<file path="src/rtl/dma_sched_pkg.sv">
package dma_sched_pkg;
  typedef enum logic [1:0] {
    AM_HOLD = 2'd0,
    AM_INC  = 2'd1,
    AM_DEC  = 2'd2,
    AM_IDX  = 2'd3
  } amode_e;
endpackage

</file>
<file path="src/rtl/dma_arb.sv">
module dma_arb #(
  parameter int NCH = 6,
  localparam int IW = $clog2(NCH)
) (
  input  logic           clk,
  input  logic           rst_n,
  input  logic [NCH-1:0] elig,
  input  logic [NCH-1:0] high,
  output logic           gnt_vld,
  output logic [IW-1:0]  gnt_idx
);
  logic [IW-1:0] ptr_hi_q, ptr_hi_d, ptr_lo_q, ptr_lo_d;
  logic [NCH-1:0] m_hi, m_lo;
  logic [IW:0] pk_hi, pk_lo;
  logic use_hi;
  logic [IW-1:0] nxt_idx;

  // first set bit of m at or after p, wrapping; MSB of result = found
  function automatic logic [IW:0] rr_pick(input logic [NCH-1:0] m, input logic [IW-1:0] p);
    logic [IW:0] r;
    r = '0;
    for (int k = NCH - 1; k >= 0; k--) begin
      int j;
      j = (int'(p) + k) % NCH;
      if (m[j]) r = {1'b1, IW'(j)};
    end
    return r;
  endfunction

  always_comb begin
    m_hi    = elig & high;
    m_lo    = elig & ~high;
    pk_hi   = rr_pick(m_hi, ptr_hi_q);
    pk_lo   = rr_pick(m_lo, ptr_lo_q);
    use_hi  = |m_hi;
    gnt_vld = |elig;
    gnt_idx = use_hi ? pk_hi[IW-1:0] : pk_lo[IW-1:0];
    nxt_idx = (int'(gnt_idx) == NCH - 1) ? '0 : gnt_idx + 1'b1;
    ptr_hi_d = ptr_hi_q;
    ptr_lo_d = ptr_lo_q;
    if (gnt_vld && use_hi)  ptr_hi_d = nxt_idx;
    if (gnt_vld && !use_hi) ptr_lo_d = nxt_idx;
  end

  always_ff @(posedge clk or negedge rst_n) begin
    if (!rst_n) begin
      ptr_hi_q <= '0;
      ptr_lo_q <= '0;
    end else if (gnt_vld) begin
      ptr_hi_q <= ptr_hi_d;
      ptr_lo_q <= ptr_lo_d;
    end
  end
endmodule

</file>
<file path="src/rtl/dma_chan.sv">
module dma_chan
  import dma_sched_pkg::*;
#(
  parameter int AW = 16,
  parameter int CW = 8
) (
  input  logic          clk,
  input  logic          rst_n,
  input  logic          ld,
  input  logic [AW-1:0] ld_src,
  input  logic [AW-1:0] ld_dst,
  input  logic [CW-1:0] ld_ecnt,
  input  logic [CW-1:0] ld_fcnt,
  input  logic [AW-1:0] ld_eidx,
  input  logic [AW-1:0] ld_fidx,
  input  amode_e        ld_smode,
  input  amode_e        ld_dmode,
  input  logic          ld_prio,
  input  logic          ld_auto,
  input  logic          ld_en,
  input  logic          gnt,
  output logic          active,
  output logic          prio,
  output logic [AW-1:0] src,
  output logic [AW-1:0] dst,
  output logic          done
);
  // loaded start context
  logic [AW-1:0] src0_q, dst0_q, eidx_q, fidx_q;
  logic [CW-1:0] ecnt0_q, fcnt0_q;
  amode_e        sm_q, dm_q;
  logic          prio_q, auto_q;
  // running context
  logic [AW-1:0] src_q, src_d, dst_q, dst_d;
  logic [CW-1:0] el_q, el_d, fl_q, fl_d;
  logic          act_q, act_d, done_q, done_d;
  logic          last_e, last_b;

  function automatic logic [AW-1:0] step(input logic [AW-1:0] a, input amode_e m,
                                         input logic [AW-1:0] stp);
    case (m)
      AM_INC:  return a + 1'b1;
      AM_DEC:  return a - 1'b1;
      AM_IDX:  return a + stp;
      default: return a;
    endcase
  endfunction

  always_comb begin
    // a count of zero behaves like one
    last_e = (el_q <= CW'(1));
    last_b = last_e && (fl_q <= CW'(1));
    src_d  = src_q;
    dst_d  = dst_q;
    el_d   = el_q;
    fl_d   = fl_q;
    act_d  = act_q;
    done_d = 1'b0;
    if (gnt) begin
      src_d = step(src_q, sm_q, last_e ? fidx_q : eidx_q);
      dst_d = step(dst_q, dm_q, last_e ? fidx_q : eidx_q);
      if (last_e) begin
        el_d = ecnt0_q;
        fl_d = fl_q - 1'b1;
      end else begin
        el_d = el_q - 1'b1;
      end
      if (last_b) begin
        done_d = 1'b1;
        if (auto_q) begin
          src_d = src0_q;
          dst_d = dst0_q;
          fl_d  = fcnt0_q;
        end else begin
          act_d = 1'b0;
        end
      end
    end
    if (ld) begin
      src_d = ld_src;
      dst_d = ld_dst;
      el_d  = ld_ecnt;
      fl_d  = ld_fcnt;
      act_d = ld_en;
    end
  end

  always_ff @(posedge clk) begin
    if (ld) begin
      src0_q  <= ld_src;
      dst0_q  <= ld_dst;
      ecnt0_q <= ld_ecnt;
      fcnt0_q <= ld_fcnt;
      eidx_q  <= ld_eidx;
      fidx_q  <= ld_fidx;
      sm_q    <= ld_smode;
      dm_q    <= ld_dmode;
      auto_q  <= ld_auto;
    end
    if (ld || gnt) begin
      src_q <= src_d;
      dst_q <= dst_d;
      el_q  <= el_d;
      fl_q  <= fl_d;
    end
  end

  always_ff @(posedge clk or negedge rst_n) begin
    if (!rst_n) begin
      act_q  <= 1'b0;
      done_q <= 1'b0;
      prio_q <= 1'b0;
    end else begin
      act_q  <= act_d;
      done_q <= done_d;
      if (ld) prio_q <= ld_prio;
    end
  end

  assign active = act_q;
  assign prio   = prio_q;
  assign src    = src_q;
  assign dst    = dst_q;
  assign done   = done_q;
endmodule

</file>
<file path="src/rtl/dma_irq_route.sv">
module dma_irq_route #(
  parameter int NCH = 6
) (
  input  logic [NCH-1:0] done,
  input  logic [2:0]     sel,
  input  logic [2:0]     other,
  output logic [NCH-1:0] irq
);
  for (genvar i = 0; i < NCH; i++) begin : g_line
    if (i >= 1 && i <= 3) begin : g_shared
      assign irq[i] = sel[i-1] ? done[i] : other[i-1];
    end else begin : g_own
      assign irq[i] = done[i];
    end
  end
endmodule

</file>
<file path="src/rtl/dma_sched.sv">
module dma_sched
  import dma_sched_pkg::*;
#(
  parameter int NCH = 6,
  parameter int AW  = 16,
  parameter int CW  = 8,
  localparam int IW = $clog2(NCH)
) (
  input  logic           clk,
  input  logic           rst_n,
  input  logic           cfg_we,
  input  logic [IW-1:0]  cfg_ch,
  input  logic [AW-1:0]  cfg_src,
  input  logic [AW-1:0]  cfg_dst,
  input  logic [CW-1:0]  cfg_elem_cnt,
  input  logic [CW-1:0]  cfg_frame_cnt,
  input  logic [AW-1:0]  cfg_elem_idx,
  input  logic [AW-1:0]  cfg_frame_idx,
  input  logic [1:0]     cfg_src_mode,
  input  logic [1:0]     cfg_dst_mode,
  input  logic           cfg_high_prio,
  input  logic           cfg_autoinit,
  input  logic           cfg_enable,
  input  logic [NCH-1:0] req,
  input  logic [2:0]     irq_sel,
  input  logic           tmr1_irq,
  input  logic           sp_rx_irq,
  input  logic           sp_tx_irq,
  output logic           xfer_valid,
  output logic [IW-1:0]  xfer_ch,
  output logic [AW-1:0]  xfer_rd_addr,
  output logic [AW-1:0]  xfer_wr_addr,
  output logic [NCH-1:0] ch_active,
  output logic [NCH-1:0] dma_done,
  output logic [NCH-1:0] cpu_irq
);
  logic [NCH-1:0] act_w, prio_w, done_w, elig_w, gnt_oh;
  logic [AW-1:0]  src_w [NCH];
  logic [AW-1:0]  dst_w [NCH];
  logic           gnt_vld;
  logic [IW-1:0]  gnt_idx;
  logic           vld_q;
  logic [IW-1:0]  ch_q;
  logic [AW-1:0]  rd_q, wr_q;

  assign elig_w = act_w & req;

  dma_arb #(.NCH(NCH)) u_arb (
    .clk(clk), .rst_n(rst_n), .elig(elig_w), .high(prio_w),
    .gnt_vld(gnt_vld), .gnt_idx(gnt_idx)
  );

  for (genvar c = 0; c < NCH; c++) begin : g_ch
    assign gnt_oh[c] = gnt_vld && (int'(gnt_idx) == c);
    dma_chan #(.AW(AW), .CW(CW)) u_chan (
      .clk(clk), .rst_n(rst_n),
      .ld(cfg_we && (int'(cfg_ch) == c)),
      .ld_src(cfg_src), .ld_dst(cfg_dst),
      .ld_ecnt(cfg_elem_cnt), .ld_fcnt(cfg_frame_cnt),
      .ld_eidx(cfg_elem_idx), .ld_fidx(cfg_frame_idx),
      .ld_smode(amode_e'(cfg_src_mode)), .ld_dmode(amode_e'(cfg_dst_mode)),
      .ld_prio(cfg_high_prio), .ld_auto(cfg_autoinit), .ld_en(cfg_enable),
      .gnt(gnt_oh[c]),
      .active(act_w[c]), .prio(prio_w[c]),
      .src(src_w[c]), .dst(dst_w[c]), .done(done_w[c])
    );
  end

  always_ff @(posedge clk or negedge rst_n) begin
    if (!rst_n) vld_q <= 1'b0;
    else        vld_q <= gnt_vld;
  end

  always_ff @(posedge clk) begin
    if (gnt_vld) begin
      ch_q <= gnt_idx;
      rd_q <= src_w[gnt_idx];
      wr_q <= dst_w[gnt_idx];
    end
  end

  dma_irq_route #(.NCH(NCH)) u_irq (
    .done(done_w), .sel(irq_sel),
    .other({sp_tx_irq, sp_rx_irq, tmr1_irq}), .irq(cpu_irq)
  );

  assign xfer_valid   = vld_q;
  assign xfer_ch      = ch_q;
  assign xfer_rd_addr = rd_q;
  assign xfer_wr_addr = wr_q;
  assign ch_active    = act_w;
  assign dma_done     = done_w;
endmodule

</file>
<file path="config.mk">
export PLATFORM = sky130hd
export DESIGN_NAME = dma_sched
export DESIGN_NICKNAME = d
export VERILOG_FILES = /design/src/rtl/dma_sched_pkg.sv /design/src/rtl/dma_arb.sv /design/src/rtl/dma_chan.sv /design/src/rtl/dma_irq_route.sv /design/src/rtl/dma_sched.sv
export SDC_FILE = /design/constraint.sdc
export NUM_CORES = 2
export LEC_CHECK = 0
export BUFFER_PORTS_ARGS = -buffer_cell sky130_fd_sc_hd__buf_4
export CAP_MARGIN = 25
export CORE_MARGIN = 2
export CORE_UTILIZATION = 35
export CTS_CLUSTER_DIAMETER = 80
export DETAILED_ROUTE_END_ITERATION = 10
export GPL_TIMING_DRIVEN = 0
export SETUP_SLACK_MARGIN = 0.5
export SLEW_MARGIN = 10
export SYNTH_ARGS = -nofsm -noshare
export SYNTH_HDL_FRONTEND = slang
export SYNTH_SLANG_ARGS = --single-unit
</file>
<file path="constraint.sdc">
create_clock -name clk -period 21.4 [get_ports clk]
set_clock_uncertainty 0.15 [all_clocks]
set_input_delay 2.14 -clock clk [delete_from_list [all_inputs] [get_ports clk]]
set_output_delay 2.14 -clock clk [all_outputs]
set_load 0.05 [all_outputs]
</file>
Yosys cells after proc, flatten, opt, wreduce, memory -nomap -nowiden

Index checks and enable logic that the tools add are counted.
W data, S select, Z words.

Flip-flop bits (word level): 858
Word-level logic and storage cells: 521
Input port bits: 105
Output and inout bits: 54

Div/mod/pow operators: 12
Add/subtract/negate cells: 59
Bitwise gates (word level): 5
Reduce and logical (&&, ||, !) cells: 57
Eq/ne operators: 52
Order comparisons: 25
Multiplexer cells: 209

Operators with widths:

| kind                    | number |
|---|---|
| $mux W16                | 58 |
| $pmux W16 S3            | 12 |
| $lt A32 B5 Y1 const B   | 12 |
| $mux W8                 | 48 |
| $mod A32 B4 Y32 const B | 10 |
| $add A16 B1 Y16 const B | 12 |
| $add A16 B16 Y16        | 12 |
| $sub A16 B1 Y16 const B | 12 |
| $bmux W16 S3            | 2 |
| $le A8 B1 Y1 const B    | 12 |
| $sub A8 B1 Y8 const B   | 12 |
| $mod A4 B4 Y32 const B  | 2 |
| $mux W1                 | 63 |
| $eq A2 B2 Y1 const B    | 24 |
| $mux W3                 | 14 |
| $bmux W1 S3             | 12 |
| $eq A2 B1 Y1 const B    | 12 |
| $eq A3 B3 Y1 const B    | 8 |
| $reduce_bool A2 Y1      | 12 |
| $logic_and A1 B1 Y1     | 20 |
| $and A6 B6 Y6           | 3 |
| $reduce_and A3 Y1       | 6 |
| $add A3 B2 Y4 const B   | 4 |
| $add A3 B3 Y4 const B   | 4 |
| other kinds (12)        | 33 |

Depth between registers and ports, before layout

Depth after elaboration: 16
Depth in mapped cells: 21
Gate-level depth less buffers: 19

By module

A second synthesis with hierarchy kept.

Cells, all modules: 4686
Area, all modules: 50612.3 um2

By module, submodules not included:

| module                        | cells an instance | sequential area each (um2) | instances | area each (um2) |
|---|---|---|---|---|
| dma_chan (g_ch[0].u_chan ...) | 677               | 4068.9                     | 5         | 7507.2 |
| dma_chan (g_ch[4].u_chan)     | 704               | 4068.9                     | 1         | 7479.7 |
| dma_sched                     | 245               | 1076.0                     | 1         | 3016.6 |
| dma_arb                       | 346               | 150.1                      | 1         | 2512.4 |
| dma_irq_route                 | 6                 | 0.0                        | 1         | 67.6 |

Worst setup path after synthesis

No wires, ideal clock.

Kind: input to register
Start point: input req[0]
End point: register g_ch[0].u_chan.dst_q[0], enable pin
Data arrival time: 7492 ps
Path buffers: 1
Data required time: 20729 ps
Stages: 10
Path slack: 13237 ps
Cells stage by stage: nand3_1 mux2_2 or3_1 a211o_1 a21boi_1 a211oi_1 o32a_1 buf_2 nand3_1 o21ai_0

Word-level cells in the longest chain between the ends: 16
Elaborated cells between the ends (all ways): 59

RTL lines:

| item                                                                      | RTL line                     | text |
|---|---|---|
| from (decl)                                                               | dma_sched.sv:24              | `input logic [NCH-1:0] req,` |
| $and A6 B6 Y6 (*)                                                         | dma_sched.sv:46              | `assign elig_w = act_w & req;` |
| $and A6 B6 Y6 (on tied branches)                                          | dma_arb.sv:32, dma_arb.sv:31 |  |
| $bmux W1 S3                                                               | dma_arb.sv:25                | `if (m[j]) r = {1'b1, IW'(j)};` |
| $mux W1 (not written as such) (2 in series)                               | dma_arb.sv:25                |  |
| $mux W3 (6 in series)                                                     | dma_arb.sv:25                |  |
| $mux W3                                                                   | dma_arb.sv:37                | `gnt_idx = use_hi ? pk_hi[IW-1:0] : pk_lo[IW-1:0];` |
| $logic_not A3 Y1                                                          | dma_sched.sv:54              | `assign gnt_oh[c] = gnt_vld && (int'(gnt_idx) == c);` |
| $logic_and A1 B1 Y1 (*)                                                   | dma_sched.sv:54              |  |
| $reduce_bool A2 Y1 (no source line) or $logic_or A1 B1 Y1 (tied branches) | -                            |  |
| $reduce_and A2 Y1 (no source line) (*)                                    | -                            |  |
| to (signal assigned)                                                      | dma_chan.sv:102              | `dst_q <= dst_d;` |
| to (decl)                                                                 | dma_chan.sv:34               | `logic [AW-1:0] src_q, src_d, dst_q, dst_d;` |

Mark *: on every way between the ends. The rest lies on a longest branch, timed or not. The select of a mux whose other input is x is not followed.
A chain may end at the register's enable or synchronous reset.

Worst setup path in the final report

Start point: register g_ch[5].u_chan.el_q[0]
End point: register g_ch[5].u_chan.src_q[15], data pin

Word-level cells in the longest chain between the ends: 8
Elaborated cells between the ends (all ways): 9

RTL lines:

| item                               | RTL line        | text |
|---|---|---|
| from (decl)                        | dma_chan.sv:35  | `logic [CW-1:0] el_q, el_d, fl_q, fl_d;` |
| from (signal assigned)             | dma_chan.sv:103 | `el_q <= el_d;` |
| $le A8 B1 Y1 (*)                   | dma_chan.sv:51  | `last_e = (el_q <= CW'(1));` |
| $mux W16                           | dma_chan.sv:60  | `src_d = step(src_q, sm_q, last_e ? fidx_q : eidx_q);` |
| $add A16 B16 Y16                   | dma_chan.sv:44  | `AM_IDX: return a + stp;` |
| $pmux W16 S3                       | dma_chan.sv:41  | `case (m)` |
| $mux W16                           | dma_chan.sv:70  | `if (auto_q) begin` |
| $mux W16 (*)                       | dma_chan.sv:68  | `if (last_b) begin` |
| $mux W16 (*)                       | dma_chan.sv:59  | `if (gnt) begin` |
| $mux W16 (*)                       | dma_chan.sv:79  | `if (ld) begin` |
| named net g_ch[5].u_chan.src_d[15] | dma_chan.sv:34  |  |
| to (signal assigned)               | dma_chan.sv:101 | `src_q <= src_d;` |
| to (decl)                          | dma_chan.sv:34  |  |

Mark *: on every way through the listed nets, which the timed path passes. The rest lies on a longest branch. The select of a mux whose other input is x is not followed.

==> run_results.csv <==
group,metric,value,unit
status,status,"completed",
floorplan,core_area,141000,um2
critical_path,critPathCaptureType,"flop",
layout,utilization,40.3,%
sta,final.setup.tns,0,ns
critical_path,worst_ep_arrival,6.83,ns
synthesis,netlist-cell-type-count,84,
clock_network,clock_insertion_delay_worst_skew,0.72,ns
sta,postLayoutSetupSlackWorst,14.97,ns
sta,max-slew-margin-rel,31.4,%
drt,route.detailed.drc,0,
synthesis,postSynthAreaPerCell,10.4,um2
floorplan,io_pins,159,
power_and_ir_drop,p_leak,20.4,nW
clock_network,cts_setup_buffers,0,
synthesis,synth-seq-cells,858,
sta,fin_worst_hold_slack,0.412,ns
drt,dr_total_vias,39741,
synthesis,synth-edff-count,833,
critical_path,critical_path_required,21.80,ns
synthesis,yosysSeqAreaShare,51.7,%
clock_network,post_cts_hold_buffer_count,0,
flow_run,maximum_capacitance_violations,0,
clock_network,clock-root-buffer,"clkbuf_16",
clock_network,clock_tree_sinks,858,
drt,iteration_0_drc_count_of_the_detailed_router,4223,
sta,final_period_minus_worst_setup_slack,6.43,ns
sta,max_slew.worst_pin.slew,1.03,ns
power_and_ir_drop,p_total,9.77,mW
synthesis,synth_async_sr_flop_share,2.91,%
clock_network,tritoncts,"done",
critical_path,critical_path_class,"flop to flop",
sta,drv_slew,0,
sta,rsz0062_at_grt,"no",
sta,report.final.hold_viol_count,0,
global_routing,globalRoute.totalOverflow,0,
global_routing,vias_in_the_first_global_route,37922,
critical_path,worst_setup_path_start_kind,"flop",
sta,final-setup-viol-count,0,
placement,count_of_port_buffers_added_during_placement,158,
drt,wl_per_cell,25.3,um
power_and_ir_drop,vdd.ir_drop.worst,0.000112,V
drt,detail-route-antenna-nets,0,
global_routing,total_global_route_track_usage,23.8,%
critical_path,critical_path_peak_fanout,10,
floorplan,fp-row-count,138,
floorplan,dieHeight,380,um
floorplan,die_w,380,um
clock_network,numCtsBuffers,99,
layout,drive_above_1_share,9.14,%
global_routing,maximum_number_of_pins_on_one_net_before_global_route_repair,64,
sta,finalCritPeriodShare,30.0,%
synthesis,synth-main-ff-cell,"edfxtp_1",
sta,maxClockFrequency,0.156,GHz
clock_network,clock_tree.htree_level_count,3,
layout,filler_cell_count,13591,
synthesis,ys.warnings.count,0,
layout,layout.cell_area.non_filler,56900,um2
drt,via_per_inst,5.64,
placement,dp_hpwl,140,mm
layout,stdcell_count,7043,
layout,area_growth_syn_to_layout,14.8,%
power_and_ir_drop,power_density,172,nW/um2
drt,drt_first_pass_iters,5,
drt,detail_route.wirelength,178,mm
global_routing,initial_antenna_violation_count,19,
synthesis,synth_fp_nets,5121,
global_routing,wire_length_of_the_first_global_routing_pass,255,mm
placement,place_congestion,0.963,
placement,detailedPlace.worstSlack,14.75,ns
worst_hold_path,hold_path_class,"flop to flop",
clock_network,post_cts.resized_instances,0,
synthesis,syn_area,49600,um2
placement,placed_cell_area,53600,um2
clock_network,cts.reportedPaths.clkPinSlew,0.06,ns
clock_network,clk_path_buf_depth,3,
placement,post-place-cells,6848,
floorplan,floorplan.initialDensity,35.2,%
floorplan,die-area,145000,um2
layout,design.final.nets,5401,
synthesis,netlist_instances,4779,
[sequential cells by signal, summed over array words and instances (netlist names), 96 cells and up]
| name | flops |
|---|---|
| g_ch.u_chan.fidx_q | 96 |
| g_ch.u_chan.eidx_q | 96 |
| g_ch.u_chan.src | 96 |
| g_ch.u_chan.src0_q | 96 |
| g_ch.u_chan.dst | 96 |
| g_ch.u_chan.dst0_q | 96 |
[cell type report]
class,instances,area [um2],area share [%]
clock buffer,122,2620,4.59
clock inverter,62,641,1.13
buffer,290,1280,2.24
antenna,11,27.5,0.0484
inverter,145,544,0.956
timing repair buffer,179,1600,2.81
tap,1890,2360,4.16
sequential,858,25600,45.1
multi-input combinational,3486,22200,39.0
[path summary, 6_finish.rpt]
kind / from / endpoint / slack (ns) / depth (start not counted)
min: g_ch[0].u_chan.auto_q / g_ch[0].u_chan.active / 0.41 / 2
max: g_ch[5].u_chan.el_q[0] / g_ch[5].u_chan.src[15] / 14.97 / 21
min in group asynchronous: rst_n / u_arb.ptr_hi_q[0] / 1.23 / 1
max reg2reg: g_ch[5].u_chan.el_q[0] / g_ch[5].u_chan.src[15] / 14.97 / 21
max in group asynchronous: rst_n / g_ch[3].u_chan.active / 19.54 / 1
min reg2reg: g_ch[0].u_chan.auto_q / g_ch[0].u_chan.active / 0.41 / 2
[layout by cell type, fill, tap and decap left out, drive strengths merged, types with 13 or more instances in the layout]
master,count
a211o,15
a211oi,49
a21boi,169
a21o,51
a21oi,225
a311oi,13
a31o,44
a31oi,59
and2,18
and3,14
buf,242
clkbuf,349
clkinv,38
dfrtp,25
edfxtp,833
ha,225
inv,150
mux2,20
mux2i,140
nand2,626
nand3,226
nand3b,26
nor2,203
nor2b,63
nor3,72
nor4,14
o211ai,147
o21ai,635
o311ai,15
o31a,13
o31ai,28
or2,17
or3,27
or4,20
xnor2,122
xor2,96
[worst max-delay path, stage by stage (launching register included)]
cell      delay (ns)
edfxtp_1        0.40
inv_1           0.06
ha_1            0.24
o21ai_0         0.27
or4_1           0.21
clkbuf_1        0.51
clkbuf_1        0.82
mux2i_1         0.68
nand2_1         0.11
nand2_1         0.13
inv_1           0.06
ha_1            0.26
a21o_1          0.18
a21oi_1         0.21
o21ai_0         0.15
a31oi_1         0.33
o211ai_1        0.23
a311oi_1        0.35
mux2i_1         0.50
xor2_1          0.18
nand2_1         0.07
a21oi_1         0.16
[routing by layer]
metal  vias up  track usage (%)  share of wire (%)
li1      18379                -                  -
met1     19393             32.9                 42
met2      1686             37.8                 45
met3       283             3.39                8.7
met4         0             9.40                4.0
met5         -                0                  0
[where the power goes]
| part | switching (mW) | internal [mW] | total [mW] |
|---|---|---|---|
| Clock | 0.735 | 0.994 | 1.73 |
| Sequential | 0.412 | 2.59 | 3.00 |
| Combinational | 3.34 | 1.70 | 5.03 |
[synthesized netlist by cell type (all sizes together) (12+ instances only)]
cell | number | area, um2
edfxtp | 833 | 25000
o21ai | 635 | 3180
nand2 | 626 | 2350
clkbuf | 227 | 852
nand3 | 226 | 1130
a21oi | 225 | 1130
ha | 225 | 2820
nor2 | 203 | 778
a21boi | 169 | 1270
o211ai | 147 | 1100
inv | 141 | 529
mux2i | 140 | 1400
xnor2 | 122 | 1080
xor2 | 96 | 841
nor3 | 72 | 365
buf | 63 | 402
nor2b | 63 | 394
a31oi | 59 | 369
a21o | 51 | 383
a211oi | 49 | 378
a31o | 44 | 385
o31ai | 28 | 210
or3 | 27 | 169
nand3b | 26 | 195
dfrtp | 25 | 626
mux2 | 20 | 225
or4 | 20 | 150
and2 | 18 | 113
or2 | 17 | 106
a211o | 15 | 140
o311ai | 15 | 131
and3 | 14 | 92.6
nor4 | 14 | 87.6
a311oi | 13 | 114
o31a | 13 | 114
and4 | 12 | 105
fa | 12 | 240
[logic make-up after synthesis]
kind of cell               after synthesis  synth area share [%]
xor gates and xnor gates               218                  3.87
and+or+nand+nor                       1367                  12.6
DFF                                    858                  51.7
muxes                                  163                  3.42
adders and majority gates              237                  6.16
buffers and inverters                  435                  3.63
AOI/OAI and AO/OA                     1501                  18.6
Power figures use the tool's default switching activity.
